**config.mk**
```make
export PLATFORM = sky130hd
export DESIGN_NAME = fsync_descrambler
export DESIGN_NICKNAME = d
export VERILOG_FILES = /design/src/rtl/fsd_pkg.sv /design/src/rtl/fsd_ctrl.sv /design/src/rtl/fsd_datapath.sv /design/src/rtl/fsync_descrambler.sv
export SDC_FILE = /design/constraint.sdc
export NUM_CORES = 1
export LEC_CHECK = 0
export ABC_AREA = 1
export BUFFER_PORTS_ARGS = -buffer_cell sky130_fd_sc_hd__buf_2
export CORE_ASPECT_RATIO = 0.8
export CORE_MARGIN = 10
export CORE_UTILIZATION = 45
export CTS_CLUSTER_DIAMETER = 100
export DETAILED_ROUTE_END_ITERATION = 8
export PLACE_DENSITY = 0.74
export SYNTH_ARGS = -nofsm -noshare
export SYNTH_HDL_FRONTEND = slang
export SYNTH_SLANG_ARGS = --single-unit
```
**constraint.sdc**
```tcl
create_clock -name clk -period 1.1 [get_ports clk]
set_input_delay 0.22 -clock clk [delete_from_list [all_inputs] [get_ports clk]]
set_output_delay 0.22 -clock clk [all_outputs]
set_load 0.1 [all_outputs]
```
**src/rtl/fsd_pkg.sv**
```systemverilog
package fsd_pkg;
  localparam int BYTE_W = 8;
  localparam int GEN_LEN = 7;
  localparam int GEN_TAP = 6;

  localparam logic [1:0] POS_RUN  = 2'b00;
  localparam logic [1:0] POS_SEED = 2'b10;

  typedef struct packed {
    logic seedLoad;
    logic genAdvance;
    logic passThru;
  } fsdCtrl_t;
endpackage

```
**src/rtl/fsd_ctrl.sv**
```systemverilog
module fsd_ctrl
  import fsd_pkg::*;
(
  input  logic       descrEn,
  input  logic [1:0] posCode,
  output fsdCtrl_t   ctrl
);
  always_comb begin
    ctrl.seedLoad   = (posCode == POS_SEED);
    ctrl.genAdvance = (posCode == POS_RUN);
    // odd codes mark overhead bytes that must not be touched
    ctrl.passThru   = !descrEn || posCode[0];
  end
endmodule

```
**src/rtl/fsd_datapath.sv**
```systemverilog
module fsd_datapath
  import fsd_pkg::*;
#(
  parameter int WIDTH = BYTE_W,
  parameter int LEN   = GEN_LEN,
  parameter int TAP   = GEN_TAP
) (
  input  logic             clk,
  input  logic             rstN,
  input  fsdCtrl_t         ctrl,
  input  logic [WIDTH-1:0] inByte,
  output logic [WIDTH-1:0] outByte,
  output logic [LEN-1:0]   genState
);
  localparam logic [LEN-1:0] SEED = '1;

  logic [LEN-1:0]   walk;
  logic [LEN-1:0]   genNext;
  logic [WIDTH-1:0] keyByte;

  // unroll WIDTH serial steps; first bit produced lands on the MSB
  always_comb begin
    walk = ctrl.seedLoad ? SEED : genState;
    keyByte = '0;
    for (int i = 0; i < WIDTH; i++) begin
      keyByte[WIDTH-1-i] = walk[LEN-1];
      walk = {walk[LEN-2:0], walk[LEN-1] ^ walk[TAP-1]};
    end
    genNext = walk;
  end

  always_ff @(posedge clk or negedge rstN) begin
    if (!rstN) begin
      genState <= SEED;
      outByte  <= '0;
    end else begin
      if (ctrl.seedLoad || ctrl.genAdvance) genState <= genNext;
      outByte <= ctrl.passThru ? inByte : (inByte ^ keyByte);
    end
  end
endmodule

```
**src/rtl/fsync_descrambler.sv**
```systemverilog
module fsync_descrambler
  import fsd_pkg::*;
(
  input  logic       clk,
  input  logic       rstN,
  input  logic       descrEn,
  input  logic [1:0] posCode,
  input  logic [7:0] inByte,
  output logic [7:0] outByte
);
  fsdCtrl_t ctrl;
  logic [GEN_LEN-1:0] genState;

  fsd_ctrl u_ctrl (
    .descrEn (descrEn),
    .posCode (posCode),
    .ctrl    (ctrl)
  );

  fsd_datapath #(
    .WIDTH (BYTE_W),
    .LEN   (GEN_LEN),
    .TAP   (GEN_TAP)
  ) u_dp (
    .clk      (clk),
    .rstN     (rstN),
    .ctrl     (ctrl),
    .inByte   (inByte),
    .outByte  (outByte),
    .genState (genState)
  );
endmodule

```
==> metrics.yaml, run 1 <==
grt:
  grt_start_max_net_pins: 16
  grt_usage_pct: 10.1
  grt_pass1_wl_um: 3130
  grt_pass1_vias: 681
  antenna_found_initial: 0
  grtUsageMet1_pct: 12.6
  use_met2_pct: 15.5
  grt_overflow: 0
  grt-busiest-layer: "met2"
  grt_use_met3_pct: 5.37
synth:
  synth-warning-count: 0
  ys_top_cells_by_area: "dfrtp_1 (25%), dfstp_2 (23%), nand2_1 (11%), xnor2_1 (7.7%), inv_1 (5.6%)"
  synth_seq_cells: 15
  synth_fp_nets: 104
  syn_avg_cell_area_um2: 8.77
  yosys.cell_types.count: 17
  synth_top_area_cell: "dfrtp_1"
  ys_seq_area_share_pct: 48.1
  synthCells: 91
  netlist_area_um2: 798
  yosys.area.top_type_share_pct: 25.1
die:
  core_mm2: 0.00166
  row_count: 13
  initial_utilization_pct: 48.1
  chipHeight_um: 57.7
  die_w_um: 67.1
  dieArea_mm2: 0.00387
  ios: 21
clock_tree:
  cts_buffer_depth: 2
  htreeDepth: 1
  cts.sinks: 15
  numCtsBuffers: 3
  cts_tree: "built"
  path_clk_slew_ns: 0.09
  clk_latency_ns: 0.28
  clockRootBuffer: "clkbuf_4"
worst_setup_path:
  reg2reg_to: "u_dp.outByte[0]$_DFF_PN0_"
  crit_type: "flop to flop"
  worstRegToRegCells: 5
  r2r_start: "u_dp.genState[5]$_DFFE_PN1P_"
  cp_max_fo: 3
  critPathLaunch: "u_dp.genState[5]$_DFFE_PN1P_"
  cp.required_ns: 1.27
  rrSetupSlack_ns: -0.05
  cp-start-kind: "flop"
  critPathCaptureType: "flop"
  endpoint: "u_dp.outByte[0]$_DFF_PN0_"
  crit_arrival_ns: 1.32
drt:
  route.detailed.drc: 0
  ant_nets: 0
  finalWirelength_um: 1900
  drtIter0Drc: 15
  routedWlPerCell_um: 13.3
  vias_per_cell: 4.86
  vias: 690
  dr.pass1.iters: 4
layout:
  drive_gt1_share_pct: 52.5
  num_antenna_cells: 0
  syn2layout_area_growth_pct: 44.2
  postLayoutCellArea_mm2: 0.00115
  mostFrequentLayoutCells: "nand2_1 (19), buf_2 (12), inv_1 (10)"
  final_common_cell: "nand2_1"
  layout.nets: 134
sta:
  finalClockSkew_ns: 0.00605
  finalMaxSlewViolations: 0
  setup_slack_ns: -0.0490
  fmax_ghz: 0.870
  setup_tns_ns: -0.0539
  period_needed_ns: 1.15
  fin_crit_sh_pct: 104
  hold_viol_final: 0
  rsz0062_at_grt: "true"
  worst_slew_pin_slew_ns: 0.334
  max-slew-margin-rel_pct: 77.7
  setup_viol_count_final: 2
place:
  gp_congestion: 0.777
  hpwl_um: 1430
  port_buffers: 20
  post_dp_cell_area_mm2: 0.00107
status:
  violations: "setup timing"
  status: "finished, violations left"
power:
  cellLeakagePower_nw: 0.544
  ir_drop_mv: 1.82
  power_density_mw_per_mm2: 2550
flow_run:
  cap_violations: 0
worst_hold_path:
  hp-class: "primary input to flop"
[kinds of logic (layout without fill, tap and decap cells)]
logic type,count (synthesis),count (layout),synth area share [%]
compound gates,10,10,6.27
xor+xnor,8,8,8.78
buf+inv,15,44,9.09
flops,15,15,48.1
simple gates,43,43,27.7
[cells in the mapped netlist]
master / instances
o21ai_1: 2
buf_12: 1
o21ai_0: 8
xnor2_1: 7
nand3_1: 5
xor2_1: 1
nand3_4: 2
nand3_2: 1
inv_1: 12
nor2_1: 7
nand2_1: 24
clkbuf_1: 1
dfrtp_1: 8
nand2_2: 2
inv_2: 1
nand2_4: 2
dfstp_2: 7
[worst min-delay path by stage]
| stage | startpoint | to | depth (start not counted) |
|---|---|---|---|
| 2_1_floorplan | rstN | u_dp.outByte[0]$_DFF_PN0_ | 0 |
| 3_3_place_gp | rstN | u_dp.outByte[5]$_DFF_PN0_ | 1 |
| 3_5_place_dp | rstN | u_dp.outByte[7]$_DFF_PN0_ | 1 |
| 4_1_cts | inByte[1] | u_dp.outByte[1]$_DFF_PN0_ | 2 |
| 5_1_grt | inByte[7] | u_dp.outByte[7]$_DFF_PN0_ | 2 |
| 6_report | inByte[1] | u_dp.outByte[1]$_DFF_PN0_ | 2 |
[where the power goes]
part	leakage [nW]	switching [W]	internal, W
clock	0.0177	0.000177	0.000135
sequential	0.158	0.000139	0.000829
combinational	0.368	0.00101	0.000645
[registers in the layout (all words and copies together), names as in the netlist]
signal / cells
u_dp.outByte: 8
u_dp.genState: 7
[area by class of cell]
cell class	instances	area, µm²
Clock buffer	3	22.5
Clock inverter	1	5.00
Fill cell	128	508
Inverter	13	51.3
Multi-Input combinational cell	61	368
Sequential cell	15	394
Tap cell	22	27.5
Timing Repair Buffer	27	283
[stage by stage]
stage / std cells / hold WS (ns) / util (%) / worst slack (ns) / total power (W)
2_1_floorplan: 91 / -0.0756 / - / 0.0154 / 0.00195
3_3_place_gp: 136 / 0.138 / 64.5 / 0.0283 / 0.00242
3_5_place_dp: 136 / 0.140 / 64.5 / -0.0450 / 0.00247
4_1_cts: 141 / 0.104 / 67.2 / -0.0183 / 0.00284
5_1_grt: 142 / 0.0907 / 69.4 / -0.0909 / 0.00315
6_report: 142 / 0.112 / 69.4 / -0.0490 / 0.00294
[layer usage]
metal | part of all wire (%) | up-vias
li1 | - | 335
met1 | 44 | 330
met2 | 46 | 23
met3 | 9.0 | 2
met4 | 0.53 | 0
met5 | 0 | -
[worst max-delay path, cell delays in order, from the launching register on]
cell	delay [ns]
dfstp_2	0.59
buf_6	0.11
nand3_4	0.07
nand2_4	0.08
nand2_2	0.06
xnor2_2	0.13
[repair_timing]
action | CTS | global route
setup endpoints to repair | 9 | 16
buffers inserted | 0 | 1
gates resized for setup | 5 | 14
cloned | 0 | 0
hold endpoints to repair | 8 | 0
pin swaps | 0 | 1
hold buffers | 1 | 0
Note: power is estimated with default switching activity, not from simulation.
==> run 2, diff against run 1 <==
--- a/config.mk
+++ b/config.mk
@@ -15,4 +15,5 @@
 export PLACE_DENSITY = 0.74
 export SYNTH_ARGS = -nofsm -noshare
 export SYNTH_HDL_FRONTEND = slang
+export SYNTH_HIERARCHICAL = 1
 export SYNTH_SLANG_ARGS = --single-unit
==> run 2 against run 1 <==
  * The run now ends clean
  * Setup slack improved by 0.056 ns
  * Sequential cell count is the same
  * Highest routed layer unchanged
  * Area after synthesis down 1.9%
  * Sequential power rose by 1%
  * Hold slack got worse by 0.0066 ns
  * Register-to-register slack gained 0.08 ns
  * Critical endpoint is now outByte[6]
==> metrics.yaml, run 2 <==
die:
  die_w_um: 66.6
  ios: 21
  core_mm2: 0.00164
  dieArea_mm2: 0.00382
  initial_utilization_pct: 47.7
  chipHeight_um: 57.3
  row_count: 13
drt:
  drtIter0Drc: 13
  wl_met1_um: 692
  dr.pass1.iters: 4
  routedWlPerCell_um: 11.8
  highest_layer: "met4"
  route.detailed.drc: 0
  finalWirelength_um: 1610
  route.met3.wl_um: 154
  vias_per_cell: 4.60
  route.met2.wl_um: 759
  vias: 625
  ant_nets: 0
sta:
  fin_crit_sh_pct: 99.3
  max-slew-margin-rel_pct: 78.2
  period_needed_ns: 1.09
  worst_slew_pin_slew_ns: 0.326
  rsz0062_at_grt: "true"
  finalMaxSlewViolations: 0
  hold_viol_final: 0
  finalClockSkew_ns: 0.00196
  fmax_ghz: 0.915
  setup_viol_count_final: 0
  setup_slack_ns: 0.00744
worst_setup_path:
  crit_arrival_ns: 0.87
  r2r_start: "u_dp/genState[5]$_DFFE_PN1P_"
  worst_path_max_delay_cell: "dfrtp_2"
  critPathMaxStageDelay_ns: 0.42
  reg2reg_to: "u_dp/outByte[0]$_DFF_PN0_"
  worstRegToRegCells: 4
  critical_path.top_delay_family: "flip-flops"
  critPathCaptureType: "output pin"
  path_buf_inv: 1
  cp-start-kind: "flop"
  cp_max_fo: 1
  crit_type: "flop to output pin"
  rrSetupSlack_ns: 0.03
  crit_chain: "buf_12"
  cp.required_ns: 0.88
clock_tree:
  path_clk_slew_ns: 0.08
  clockRootBuffer: "clkbuf_4"
  numCtsBuffers: 3
  cts_buffer_depth: 2
  htreeDepth: 1
  cts_tree: "built"
  clk_latency_ns: 0.28
  cts.sinks: 15
layout:
  mostFrequentLayoutCells: "nor2_1 (15), nand2_1 (13), buf_2 (12)"
  final_common_cell: "nor2_1"
  largest_reg_flops: 8
  num_antenna_cells: 0
  postLayoutCellArea_mm2: 0.00113
  syn2layout_area_growth_pct: 44.9
  regMostFlops: "u_dp/outByte"
  top_regs: "u_dp/outByte: 8 flops, u_dp/genState: 7 flops"
  drive_gt1_share_pct: 56.1
  fin_util_pct: 69.1
  layout.nets: 128
synth:
  netlist_area_um2: 783
  ys_seq_area_share_pct: 49.0
  synth-edff-count: 0
  synth_compound_area_share_pct: 6.71
  synth_fp_nets: 99
  ys_top_cells_by_area: "dfrtp_1 (26%), dfstp_2 (23%), nand2_1 (8.6%), xor2_1 (7.8%), nor2_1 (7.2%)"
  synth-main-ff-cell: "dfrtp_1"
  synth-simple-area-share_pct: 29.6
  synthCells: 86
  synthMuxAreaShare_pct: 0
  synth_seq_cells: 15
  synth_most_common_cell: "nand2_1"
  yosys.area.top_type_share_pct: 25.6
  synthAdderAreaFrac_pct: 0
  synth_common_cells: "nand2_1 (18), nor2_1 (15), a21oi_1 (8), dfrtp_1 (8)"
  synth-xor-area-share_pct: 9.90
  syn_avg_cell_area_um2: 9.11
  yosys.cell_types.count: 20
  synth-warning-count: 6
  synthArstFlopShare_pct: 100
  synth_top_area_cell: "dfrtp_1"
  synth_top_family_by_area: "simple AND/OR/NAND/NOR gates"
place:
  dp_slack_ns: -0.0699
  hpwl_um: 1340
  port_buffers: 20
  post_dp_cell_area_mm2: 0.00107
  gp_congestion: 0.822
worst_hold_path:
  min_path_cells: 2
  hold-path-endpoint: "u_dp/outByte[4]$_DFF_PN0_"
  hp-start: "inByte[4]"
  hp-class: "primary input to flop"
power:
  p_int_w: 0.00138
  power_density_mw_per_mm2: 2170
  pwr-share-clk_pct: 12.2
  p_sw_w: 0.00108
  swShare_pct: 43.9
  ir_drop_mv: 1.23
  p_seq_share_pct: 39.7
  p_comb_share_pct: 48.1
  cellLeakagePower_nw: 0.540
grt:
  antenna_found_initial: 0
  grt_overflow: 0
  grt_usage_pct: 9.10
  grt_start_max_net_pins: 16
  grt_pass1_vias: 625
  grt_pass1_wl_um: 2800
status:
  status: "finished clean"
flow_run:
  cap_violations: 0
==> run 2: power groups by stage <==
stage,clock [W],combinational [W],sequential [W]
2_1_floorplan,0,0.000432,0.00128
3_3_place_gp,0,0.00111,0.000974
3_5_place_dp,0,0.00112,0.000984
4_1_cts,0.000319,0.00113,0.000973
5_1_grt,0.000346,0.00129,0.00101
6_report,0.000301,0.00119,0.000978
==> run 2: final cells by class <==
class | instances | area (µm²)
multi-input combinational | 63 | 383
clock inverter | 1 | 5.00
sequential | 15 | 394
fill | 130 | 508
inverter | 6 | 22.5
timing repair buffer | 26 | 280
clock buffer | 3 | 22.5
tap | 22 | 27.5
==> run 2: repair_timing <==
action / CTS / global route
buffers inserted: 0 / 1
hold endpoints to repair: 8 / 0
endpoints found under the setup margin: 2 / 11
resized for setup: 0 / 7
gates cloned: 0 / 0
hold buffers: 1 / 0
pin swaps: 0 / 2
==> run 2: cells by family (layout without fill, tap and decap cells) <==
| group | Yosys count | in the layout |
|---|---|---|
| AO/OA/AOI/OAI | 10 | 10 |
| XOR/XNOR | 8 | 8 |
| AND/OR/NAND/NOR | 45 | 45 |
| flip-flops | 15 | 15 |
| buffers and inverters | 8 | 36 |
==> run 2: how the worst max path moves through the flow <==
stage / start / end / slack, ns / cells after the start
2_1_floorplan: u_dp/genState[5]$_DFFE_PN1P_ / u_dp/outByte[0]$_DFF_PN0_ / 0.08 / 4
3_3_place_gp: posCode[0] / u_dp/genState[0]$_DFFE_PN1P_ / -0.03 / 9
3_5_place_dp: posCode[0] / u_dp/outByte[2]$_DFF_PN0_ / -0.07 / 6
4_1_cts: u_dp/outByte[6]$_DFF_PN0_ / outByte[6] / -0.008 / 1
5_1_grt: u_dp/outByte[6]$_DFF_PN0_ / outByte[6] / -0.03 / 1
6_report: u_dp/outByte[6]$_DFF_PN0_ / outByte[6] / 0.007 / 1
==> run 2: metrics by stage <==
step           hold slack, ns  cells  setup TNS, ns  power, W
2_1_floorplan         -0.0756     86              0   0.00171
3_3_place_gp            0.131    130         -0.160   0.00208
3_5_place_dp            0.137    130         -0.408   0.00211
4_1_cts                0.0990    135        -0.0126   0.00242
5_1_grt                0.0892    136         -0.313   0.00265
6_report                0.105    136              0   0.00247
==> run 2: per-layer routing <==
| metal | up-vias | GRT usage, % |
|---|---|---|
| met2 | 22 | 14.3 |
| met3 | 2 | 4.48 |
| met5 | - | 0 |
| met4 | 0 | 1.79 |
| li1 | 321 | - |
| met1 | 280 | 10.9 |
